--- config.mk ---
export PLATFORM = sky130hd
export DESIGN_NAME = stereo_vol_peak
export DESIGN_NICKNAME = d
export VERILOG_FILES = /design/src/rtl/svp_pkg.sv /design/src/rtl/vol_coef_rom.sv /design/src/rtl/chan_gain.sv /design/src/rtl/peak_hold.sv /design/src/rtl/zero_watch.sv /design/src/rtl/stereo_vol_peak.sv
export SDC_FILE = /design/constraint.sdc
export NUM_CORES = 2
export LEC_CHECK = 0
export ABC_AREA = 1
export BUFFER_PORTS_ARGS = -buffer_cell sky130_fd_sc_hd__buf_2
export CORE_MARGIN = 2
export CORE_UTILIZATION = 50
export CTS_BUF_LIST = sky130_fd_sc_hd__clkbuf_2 sky130_fd_sc_hd__clkbuf_4 sky130_fd_sc_hd__clkbuf_8
export DETAILED_ROUTE_END_ITERATION = 6
export PLACE_DENSITY = 0.69
export SKIP_LAST_GASP = 1
export SLEW_MARGIN = 20
export SYNTH_ARGS = -nofsm -noshare
export SYNTH_HDL_FRONTEND = slang
export SYNTH_SLANG_ARGS = --single-unit
--- constraint.sdc ---
create_clock -name clk -period 7.3 [get_ports clk]
set_input_delay 0.73 -clock clk [delete_from_list [all_inputs] [get_ports clk]]
set_output_delay 0.73 -clock clk [all_outputs]
set_load 0.01 [all_outputs]
--- src/rtl/svp_pkg.sv ---
package svp_pkg;
  localparam int NCH = 2;

  // unsigned fixed-point gain with FRAC fraction bits, rounded to nearest
  function automatic int gain_code(int step, int frac);
    real g;
    g = 10.0 ** (-0.375 * real'(step) / 20.0);
    return $rtoi(g * real'(1 << frac) + 0.5);
  endfunction
endpackage

--- src/rtl/vol_coef_rom.sv ---
module vol_coef_rom #(
  parameter int STEPS  = 256,
  parameter int COEF_W = 16,
  localparam int SEL_W = $clog2(STEPS)
) (
  input  logic [SEL_W-1:0]  sel,
  output logic [COEF_W-1:0] coef
);
  localparam int FRAC = COEF_W - 1;

  logic [COEF_W-1:0] table_q [STEPS];

  for (genvar i = 0; i < STEPS; i++) begin : g_entry
    localparam int CODE = svp_pkg::gain_code(i, FRAC);
    assign table_q[i] = COEF_W'(CODE);
  end

  assign coef = table_q[sel];
endmodule

--- src/rtl/chan_gain.sv ---
module chan_gain #(
  parameter int DATA_W = 24,
  parameter int COEF_W = 16
) (
  input  logic signed [DATA_W-1:0] sample,
  input  logic [COEF_W-1:0]        coef,
  input  logic                     mute,
  output logic signed [DATA_W-1:0] result
);
  localparam int FRAC  = COEF_W - 1;
  localparam int PROD_W = DATA_W + COEF_W + 1;

  logic signed [COEF_W:0]   coef_s;
  logic signed [PROD_W-1:0] prod;
  logic signed [PROD_W-1:0] rounded;

  always_comb begin
    coef_s  = $signed({1'b0, coef});
    prod    = PROD_W'(sample) * PROD_W'(coef_s);
    rounded = (prod + (PROD_W'(1) <<< (FRAC - 1))) >>> FRAC;
    result  = mute ? '0 : rounded[DATA_W-1:0];
  end
endmodule

--- src/rtl/peak_hold.sv ---
module peak_hold #(
  parameter int DATA_W = 24
) (
  input  logic                     clk,
  input  logic                     rst_n,
  input  logic                     in_valid,
  input  logic signed [DATA_W-1:0] sample,
  input  logic                     clr,
  output logic [DATA_W-1:0]        peak
);
  localparam logic [DATA_W-1:0] MAXMAG = {1'b0, {(DATA_W-1){1'b1}}};
  localparam logic [DATA_W-1:0] MINVAL = {1'b1, {(DATA_W-1){1'b0}}};

  logic [DATA_W-1:0] mag;

  always_comb begin
    if (sample == $signed(MINVAL)) mag = MAXMAG;
    else if (sample < 0)           mag = DATA_W'(-sample);
    else                           mag = DATA_W'(sample);
  end

  always_ff @(posedge clk) begin
    if (!rst_n)                     peak <= '0;
    else if (clr)                   peak <= in_valid ? mag : '0;
    else if (in_valid && mag > peak) peak <= mag;
  end


  clr_with_sample_chk: assert property (@(posedge clk) disable iff (!rst_n)
    (clr && in_valid) |=> (peak == $past(mag)));

  clr_alone_chk: assert property (@(posedge clk) disable iff (!rst_n)
    (clr && !in_valid) |=> (peak == '0));

  peak_covers_chk: assert property (@(posedge clk) disable iff (!rst_n)
    (in_valid && !clr) |=> (peak >= $past(mag)));
endmodule

--- src/rtl/zero_watch.sv ---
module zero_watch #(
  parameter int DATA_W   = 24,
  parameter int ZERO_RUN = 1024,
  localparam int CNT_W   = $clog2(ZERO_RUN + 1)
) (
  input  logic              clk,
  input  logic              rst_n,
  input  logic              in_valid,
  input  logic [DATA_W-1:0] sample,
  output logic              flag
);
  localparam logic [CNT_W-1:0] LIMIT = CNT_W'(ZERO_RUN);

  logic [CNT_W-1:0] run_q;

  always_ff @(posedge clk) begin
    if (!rst_n) run_q <= '0;
    else if (in_valid) begin
      if (sample != '0)       run_q <= '0;
      else if (run_q != LIMIT) run_q <= run_q + 1'b1;
    end
  end

  assign flag = (run_q == LIMIT);


  nonzero_drop_chk: assert property (@(posedge clk) disable iff (!rst_n)
    (in_valid && sample != '0) |=> !flag);
endmodule

--- src/rtl/stereo_vol_peak.sv ---
module stereo_vol_peak #(
  parameter int DATA_W   = 24,
  parameter int COEF_W   = 16,
  parameter int STEPS    = 256,
  parameter int ZERO_RUN = 1024,
  parameter int ADDR_W   = 3,
  localparam int STEP_W  = $clog2(STEPS)
) (
  input  logic                     clk,
  input  logic                     rst_n,
  input  logic                     s_valid,
  output logic                     s_ready,
  input  logic signed [DATA_W-1:0] s_left,
  input  logic signed [DATA_W-1:0] s_right,
  output logic                     m_valid,
  input  logic                     m_ready,
  output logic signed [DATA_W-1:0] m_left,
  output logic signed [DATA_W-1:0] m_right,
  input  logic                     reg_wr,
  input  logic                     reg_rd,
  input  logic [ADDR_W-1:0]        reg_addr,
  input  logic [STEP_W-1:0]        reg_wdata,
  output logic [DATA_W-1:0]        reg_rdata,
  output logic                     zero_l,
  output logic                     zero_r
);
  import svp_pkg::*;

  localparam logic [ADDR_W-1:0] A_VOL0 = ADDR_W'(0);
  localparam logic [ADDR_W-1:0] A_MUTE = ADDR_W'(2);
  localparam logic [ADDR_W-1:0] A_PK0  = ADDR_W'(3);

  logic [STEP_W-1:0]        vol_q  [NCH];
  logic [NCH-1:0]           mute_q;
  logic signed [DATA_W-1:0] in_ch  [NCH];
  logic signed [DATA_W-1:0] gain_ch[NCH];
  logic [DATA_W-1:0]        peak_ch[NCH];
  logic [NCH-1:0]           zflag;
  logic                     accept;

  assign in_ch[0] = s_left;
  assign in_ch[1] = s_right;
  assign s_ready  = !m_valid || m_ready;
  assign accept   = s_valid && s_ready;

  // control registers
  always_ff @(posedge clk) begin
    if (!rst_n) begin
      for (int c = 0; c < NCH; c++) vol_q[c] <= '0;
      mute_q <= '1;
    end else if (reg_wr) begin
      for (int c = 0; c < NCH; c++)
        if (reg_addr == A_VOL0 + ADDR_W'(c)) vol_q[c] <= reg_wdata;
      if (reg_addr == A_MUTE) mute_q <= reg_wdata[NCH-1:0];
    end
  end

  for (genvar c = 0; c < NCH; c++) begin : g_ch
    logic [COEF_W-1:0] coef;
    logic              clr;

    assign clr = reg_rd && (reg_addr == A_PK0 + ADDR_W'(c));

    vol_coef_rom #(.STEPS(STEPS), .COEF_W(COEF_W)) i_rom (
      .sel(vol_q[c]), .coef(coef));

    chan_gain #(.DATA_W(DATA_W), .COEF_W(COEF_W)) i_gain (
      .sample(in_ch[c]), .coef(coef), .mute(mute_q[c]), .result(gain_ch[c]));

    peak_hold #(.DATA_W(DATA_W)) i_peak (
      .clk(clk), .rst_n(rst_n), .in_valid(accept), .sample(in_ch[c]),
      .clr(clr), .peak(peak_ch[c]));

    zero_watch #(.DATA_W(DATA_W), .ZERO_RUN(ZERO_RUN)) i_zero (
      .clk(clk), .rst_n(rst_n), .in_valid(accept), .sample(in_ch[c]),
      .flag(zflag[c]));
  end

  assign zero_l = zflag[0];
  assign zero_r = zflag[1];

  // output holding stage: gain is fixed at the accepting edge
  always_ff @(posedge clk) begin
    if (!rst_n) begin
      m_valid <= 1'b0;
      m_left  <= '0;
      m_right <= '0;
    end else if (accept) begin
      m_valid <= 1'b1;
      m_left  <= gain_ch[0];
      m_right <= gain_ch[1];
    end else if (m_ready) begin
      m_valid <= 1'b0;
    end
  end

  // register readback
  always_ff @(posedge clk) begin
    if (!rst_n) reg_rdata <= '0;
    else if (reg_rd) begin
      case (reg_addr)
        A_VOL0:          reg_rdata <= DATA_W'(vol_q[0]);
        A_VOL0 + 1'b1:   reg_rdata <= DATA_W'(vol_q[1]);
        A_MUTE:          reg_rdata <= DATA_W'(mute_q);
        A_PK0:           reg_rdata <= peak_ch[0];
        A_PK0 + 1'b1:    reg_rdata <= peak_ch[1];
        default:         reg_rdata <= '0;
      endcase
    end
  end


  stall_hold_chk: assert property (@(posedge clk) disable iff (!rst_n)
    (m_valid && !m_ready) |=> (m_valid && $stable(m_left) && $stable(m_right)));

  mute_left_chk: assert property (@(posedge clk) disable iff (!rst_n)
    (accept && mute_q[0]) |=> (m_left == '0));

  mute_right_chk: assert property (@(posedge clk) disable iff (!rst_n)
    (accept && mute_q[1]) |=> (m_right == '0));

  accept_valid_chk: assert property (@(posedge clk) disable iff (!rst_n)
    accept |=> m_valid);
endmodule

Yosys cells after proc, flatten, opt, wreduce, memory -nomap -nowiden
Memories as Yosys holds them, arrays and structs flattened.
Index checks and enable logic that the tools add are counted.
W data, S select, Z words.
{"block": "word_totals", "ff_bits": 145, "ram_bits": 16, "romBits": 8192, "input_bits": 65, "output_inout_bits": 76, "elab_cells": 92, "mem_count": 3}
{"memory": "(name not given)", "depth": 256, "width": 16, "rd": 1, "rd_ports_with_merged_regs": 0, "wr": 0, "line_no": "vol_coef_rom.sv:18", "source": "assign coef = table_q[sel];"}
{"memory": "(name not given)", "depth": 256, "width": 16, "rd": 1, "rd_ports_with_merged_regs": 0, "wr": 0, "line_no": "vol_coef_rom.sv:18"}
{"memory": "vol_q", "depth": 2, "width": 8, "rd": 2, "rd_ports_with_merged_regs": 0, "wr": 2, "line_no": "stereo_vol_peak.sv:33", "source": "logic [STEP_W-1:0] vol_q [NCH];"}
{"block": "classes", "n_addsub": 6, "mul": 2, "n_lt_le_gt_ge": 6, "n_eq_ne": 10, "n_mux": 34, "bitwise": 4, "reduce_logical": 18}
{"op": "$mux W24", "n": 12}
{"op": "$pmux W24 S5", "n": 1}
{"op": "$add A39 B16 Y39 const B", "n": 2}
{"op": "$mul A24 B17 Y39", "n": 2}
{"op": "$mux W16", "n": 4}
{"op": "$eq A24 B24 Y1 const B", "n": 2}
{"op": "$gt A24 B24 Y1", "n": 2}
{"op": "$lt A24 B1 Y1 const B", "n": 2}
{"op": "$neg A24 Y24", "n": 2}
{"op": "$reduce_bool A24 Y1", "n": 2}
{"op": "$mux W11", "n": 4}
{"op": "$add A11 B1 Y11 const B", "n": 2}
{"op": "$eq A11 B11 Y1 const B", "n": 2}
{"op": "$ne A11 B11 Y1 const B", "n": 2}
{"op": "$ge A9 B9 Y1 const B", "n": 2}
{"op": "$not A8 Y9", "n": 2}
{"op": "$mux W8", "n": 2}
{"op": "$mux W1", "n": 11}
{"op": "$reduce_bool A2 Y1", "n": 5}
{"op": "$eq A3 B2 Y1 const B", "n": 2}
{"op": "$reduce_and A2 Y1", "n": 3}
{"op": "$logic_and A1 B1 Y1", "n": 5}
{"op": "$eq A3 B1 Y1 const B", "n": 1}
{"op": "$eq A3 B3 Y1 const B", "n": 1}
{"op": "other kinds (4)", "n": 5}

Depth between registers and ports, before layout
An unclocked memory read counts as a cell.
{"block": "depth", "ltp_word": 8, "depth_mapped": 41, "depth_no_buf": 41}

Cells and area by module
Synthesis repeated with hierarchy kept, for this count alone.
{"block": "hier_totals", "cells_unflattened": 6918, "hier_area_um2": 45912.8}
{"module": "chan_gain (g_ch[0].i_gain)", "instances": 1, "cells_per_inst": 2096, "area_per_inst_um2": 15114.5, "seq_area_each_um2": 0.0}
{"module": "chan_gain (g_ch[1].i_gain)", "instances": 1, "cells_per_inst": 2064, "area_per_inst_um2": 15028.2, "seq_area_each_um2": 0.0}
{"module": "vol_coef_rom", "instances": 2, "cells_per_inst": 537, "area_per_inst_um2": 2522.4, "seq_area_each_um2": 0.0}
{"module": "stereo_vol_peak", "instances": 1, "cells_per_inst": 483, "area_per_inst_um2": 3763.6, "seq_area_each_um2": 1981.9}
{"module": "peak_hold (g_ch[0].i_peak)", "instances": 1, "cells_per_inst": 460, "area_per_inst_um2": 2693.8, "seq_area_each_um2": 480.5}
{"module": "peak_hold (g_ch[1].i_peak)", "instances": 1, "cells_per_inst": 451, "area_per_inst_um2": 2591.2, "seq_area_each_um2": 480.5}
{"module": "zero_watch", "instances": 2, "cells_per_inst": 145, "area_per_inst_um2": 838.3, "seq_area_each_um2": 220.2}

Least setup slack after synthesis
Ideal clock, no wire load.
{"block": "synth_timing", "kind": "register to register", "from": "mem vol_q[0][1] in the netlist's numbering", "to": "reg m_left[22]", "setup_time_ns": 0.070, "t_arrival_ns": 7.287, "required_time_ns": 7.230, "path_slack_ns": -0.057, "path_stages_with_launch": 30, "n_path_buf": 0, "synth_period_minus_slack_ns": 7.357, "path_cell_list": "edfxtp_1 > inv_1 > ha_1 > nor2_1 > nor2_1 > nand2_1 > nand4_1 > nand3_1 > nand2_2 > a21oi_4 > clkinv_1 > nor2_1 > inv_1 > fa_1 > fa_1 > inv_1 > fa_1 > fa_1 > fa_1 > inv_1 > fa_1 > inv_1 > ha_1 > a21oi_1 > o21ai_0 > a221o_1 > a31o_2 > a21boi_0 > o21ai_0 > a21oi_1"}
{"item": "from (decl)", "line_no": "stereo_vol_peak.sv:33"}
{"item": "to (signal assigned)", "line_no": "stereo_vol_peak.sv:90", "source": "m_left <= gain_ch[0];"}
{"item": "to (decl)", "line_no": "stereo_vol_peak.sv:17", "source": "output logic signed [DATA_W-1:0] m_left,"}

==> impl_metrics.csv <==
group,metric,value,unit
critical_path,reg2reg_setup_slack,-0.23,ns
finish,final_cell_mix,"1,141 x inv_1, 907 x nand2_1, 724 x buf_4, 681 x fa_1, 622 x nor2_1",
critical_path,timing.rr.end,"m_right[6]$_SDFFE_PN0P_",
sta,finalCritPeriodShare,103,%
floorplan,core,0.0818,mm2
detailed_routing,vias_per_cell,5.52,
floorplan,die_w,291,um
floorplan,die-area,0.0847,mm2
floorplan,start_util,50.3,%
run_status,violations,"negative setup slack",
finish,final-instance-count-excl-fill,7464,
finish,drive_gt1_share,25.7,%
run,maxCapViolations,0,
sta,rsz0062_at_grt,"yes",
logic_synthesis,synth_area,0.0412,mm2
sta,finalHoldViolCount,0,
critical_path,slowest_delay,0.64,ns
floorplan,io-pin-count,141,
detailed_routing,wl,149000,um
critical_path,crit_required,7.77,ns
logic_synthesis,synth.largest_area_cell,"fa_1",
sta,fmax,133,MHz
grt,grt_start_max_net_pins,66,
critical_path,regToRegStartpoint,"vol_q[0][9]$_DFFE_PP_",
finish,nets,7474,
sta,setup_viol,22,
sta,fin_ws,-0.227,ns
sta,max_slew_margin,25.3,%
logic_synthesis,synth_nets,6734,
logic_synthesis,synth_area_leaders,"fa_1 35%, inv_1 11%, ha_1 9.4%",
grt,grt_pass1_vias,42500,
critical_path,criticalPathCategory,"reg2reg",
sta,finClkSkew,0.0213,ns
detailed_routing,ant_nets,0,
detailed_routing,drt_iter0_drc,3534,
cts,clkTransAtPathRegs,0.11,ns
placed_design,port_buffers,140,
cts,clkLatencyLatePin,0.61,ns
logic_synthesis,synth_seq_cells,161,
grt,overflow,0,
logic_synthesis,async_flop_share,0,%
critical_path,endpoint_kind,"flip-flop",
cts,cts_sinks,161,
logic_synthesis,synth_edf_count,16,
logic_synthesis,ys.warnings.count,0,
hold_path,min_to,"m_valid$_SDFFE_PN0P_",
sta,tightestPinTransition,1.12,ns
critical_path,crit_family,"adder cells",
logic_synthesis,yosysTopAreaCellShare,35.4,%
critical_path,path_max_fanout,9,
hold_path,hold_depth,4,
critical_path,reg2reg_depth,35,
detailed_routing,drt-pass1-iter-count,5,
finish,layout_commonest_cell,"inv_1",
cts,numCtsBuffers,17,
critical_path,path_common_cell,"fa_1",
run_status,status,"finished, violations left",
cts,root_buffer,"clkbuf_8",
placed_design,place_congestion,1.01,
hold_path,worst_hold_path_type,"in2reg",
placed_design,placed_cells,7312,
logic_synthesis,synth_cell_types,70,
detailed_routing,drc_errors,0,
critical_path,cp_num_buf_inv,10,
detailed_routing,via_count,41200,
detailed_routing,drt-wirelength-per-cell,19.9,um
cts,cts_max_level,4,
floorplan,die_y,291,um
cts,hold_buffers,0,
sta,holdWs,0.431,ns
critical_path,arrival,8.00,ns
sta,finalMaxSlewViolations,0,
logic_synthesis,synthFlopType,"dfxtp_1",
finish,syn2layout_area_growth,27.2,%
grt,grt_pass1_wl,231000,um
grt,grtUsageTotal,35.1,%
critical_path,startpoint_type,"flip-flop",
placed_design,hpwl,119000,um
cts,cts_buffer_depth,2,
cts,cts_tree,"yes",
sta,fin_crit,7.53,ns
hold_path,hp-start,"m_ready",
grt,antenna_found_initial,11,
logic_synthesis,syn_area_per_cell,7.31,um2
critical_path,cp_slowest_cell,"fa_2",
floorplan,row_count,105,
logic_synthesis,synthCells,5631,
logic_synthesis,yosysSeqAreaShare,8.22,%
-- routing by layer --
metal	wire (um)	vias to the layer above	share of wire [%]	global-route usage, %
met4	7560	4	5.1	16.1
met1	57600	20000	39	45.1
met2	69800	1991	47	57.8
met3	13800	469	9.3	6.52
li1	-	18700	-	-
met5	25	-	0.017	0
-- synth_stat cells, drive strengths merged, types with 3 or more instances --
| master | number |
|---|---|
| inv | 1243 |
| nand2 | 1020 |
| nor2 | 731 |
| fa | 728 |
| a21oi | 319 |
| ha | 310 |
| nand3 | 245 |
| o21ai | 180 |
| clkbuf | 155 |
| dfxtp | 145 |
| buf | 87 |
| nor3 | 50 |
| a31oi | 40 |
| o22ai | 37 |
| xor2 | 37 |
| or2 | 32 |
| o211ai | 29 |
| nand4 | 25 |
| clkinv | 22 |
| nor4 | 19 |
| xnor2 | 18 |
| edfxtp | 16 |
| o221ai | 16 |
| o31ai | 14 |
| a21boi | 13 |
| o21a | 12 |
| a211oi | 11 |
| o311ai | 11 |
| a21o | 10 |
| o2111ai | 9 |
| nand3b | 8 |
| nor3b | 7 |
| a221o | 3 |
| a32oi | 3 |
| and3 | 3 |
| o21bai | 3 |
| o32ai | 3 |
-- timing repair --
| item | 4_1_cts | 5_1_grt |
|---|---|---|
| cloned | 2 | 4 |
| setup buffers | 45 | 63 |
| setup endpoints to repair | 46 | 48 |
| gates resized for setup | 296 | 497 |
| pin swaps | 129 | 231 |
-- kinds of logic after synthesis --
family                   share of synthesized area [%]
flip-flops                                        8.22
AO/OA/AOI/OAI                                     10.3
adder cells (fa/ha/maj)                           44.8
XOR/XNOR                                          1.17
buffers and inverters                             14.1
AND/OR/NAND/NOR                                   21.4
-- cell type report --
class	count	area [um2]
Clock inverter	15	184
Timing Repair Buffer	962	7720
Antenna cell	10	25.0
Clock buffer	17	234
Sequential cell	161	3380
Inverter	1265	4840
Timing Repair inverter	1	7.51
Tap cell	1070	1340
Multi-Input combinational cell	3963	34600
Fill cell	7168	29500
-- how the worst max path moves through the flow --
stage | start | end | cells after the start
floorplan | vol_q[0][0]$_DFFE_PP_ | m_left[22]$_SDFFE_PN0P_ | 29
global placement | vol_q[0][0]$_DFFE_PP_ | m_left[15]$_SDFFE_PN0P_ | 32
detailed placement | vol_q[0][0]$_DFFE_PP_ | m_left[15]$_SDFFE_PN0P_ | 32
CTS | vol_q[0][1]$_DFFE_PP_ | m_left[15]$_SDFFE_PN0P_ | 37
global route | vol_q[0][9]$_DFFE_PP_ | m_right[19]$_SDFFE_PN0P_ | 37
finish | vol_q[0][9]$_DFFE_PP_ | m_right[6]$_SDFFE_PN0P_ | 35
-- sequential cells by signal, indices dropped and copies added (netlist names) --
name	cells
m_left	24
vol_q	16
m_right	24
g_ch.i_zero.run_q	22
mute_q	2
reg_rdata	24
m_valid	1
g_ch.i_peak.peak	48
-- per-stage QoR --
stage | util (%) | setup slack [ns] | setup TNS (ns) | area, um2
2_1_floorplan | - | 0.0227 | 0 | 41200
3_3_place_gp | 58.5 | -0.486 | -9.15 | 47900
3_5_place_dp | 58.5 | -0.524 | -11.05 | 47900
4_1_cts | 60.9 | -0.0222 | -0.0841 | 49900
5_1_grt | 64.0 | -0.433 | -13.84 | 52400
6_report | 64.0 | -0.227 | -2.66 | 52400
-- tightest hold or removal path: stages --
cell     delay (ns)
buf_2          0.07
inv_1          0.03
nand2_1        0.09
a21oi_1        0.07
Power is left out: the tool's default activity adds up to more than one toggle a clock period on the data nets, which glitch-free logic cannot reach.
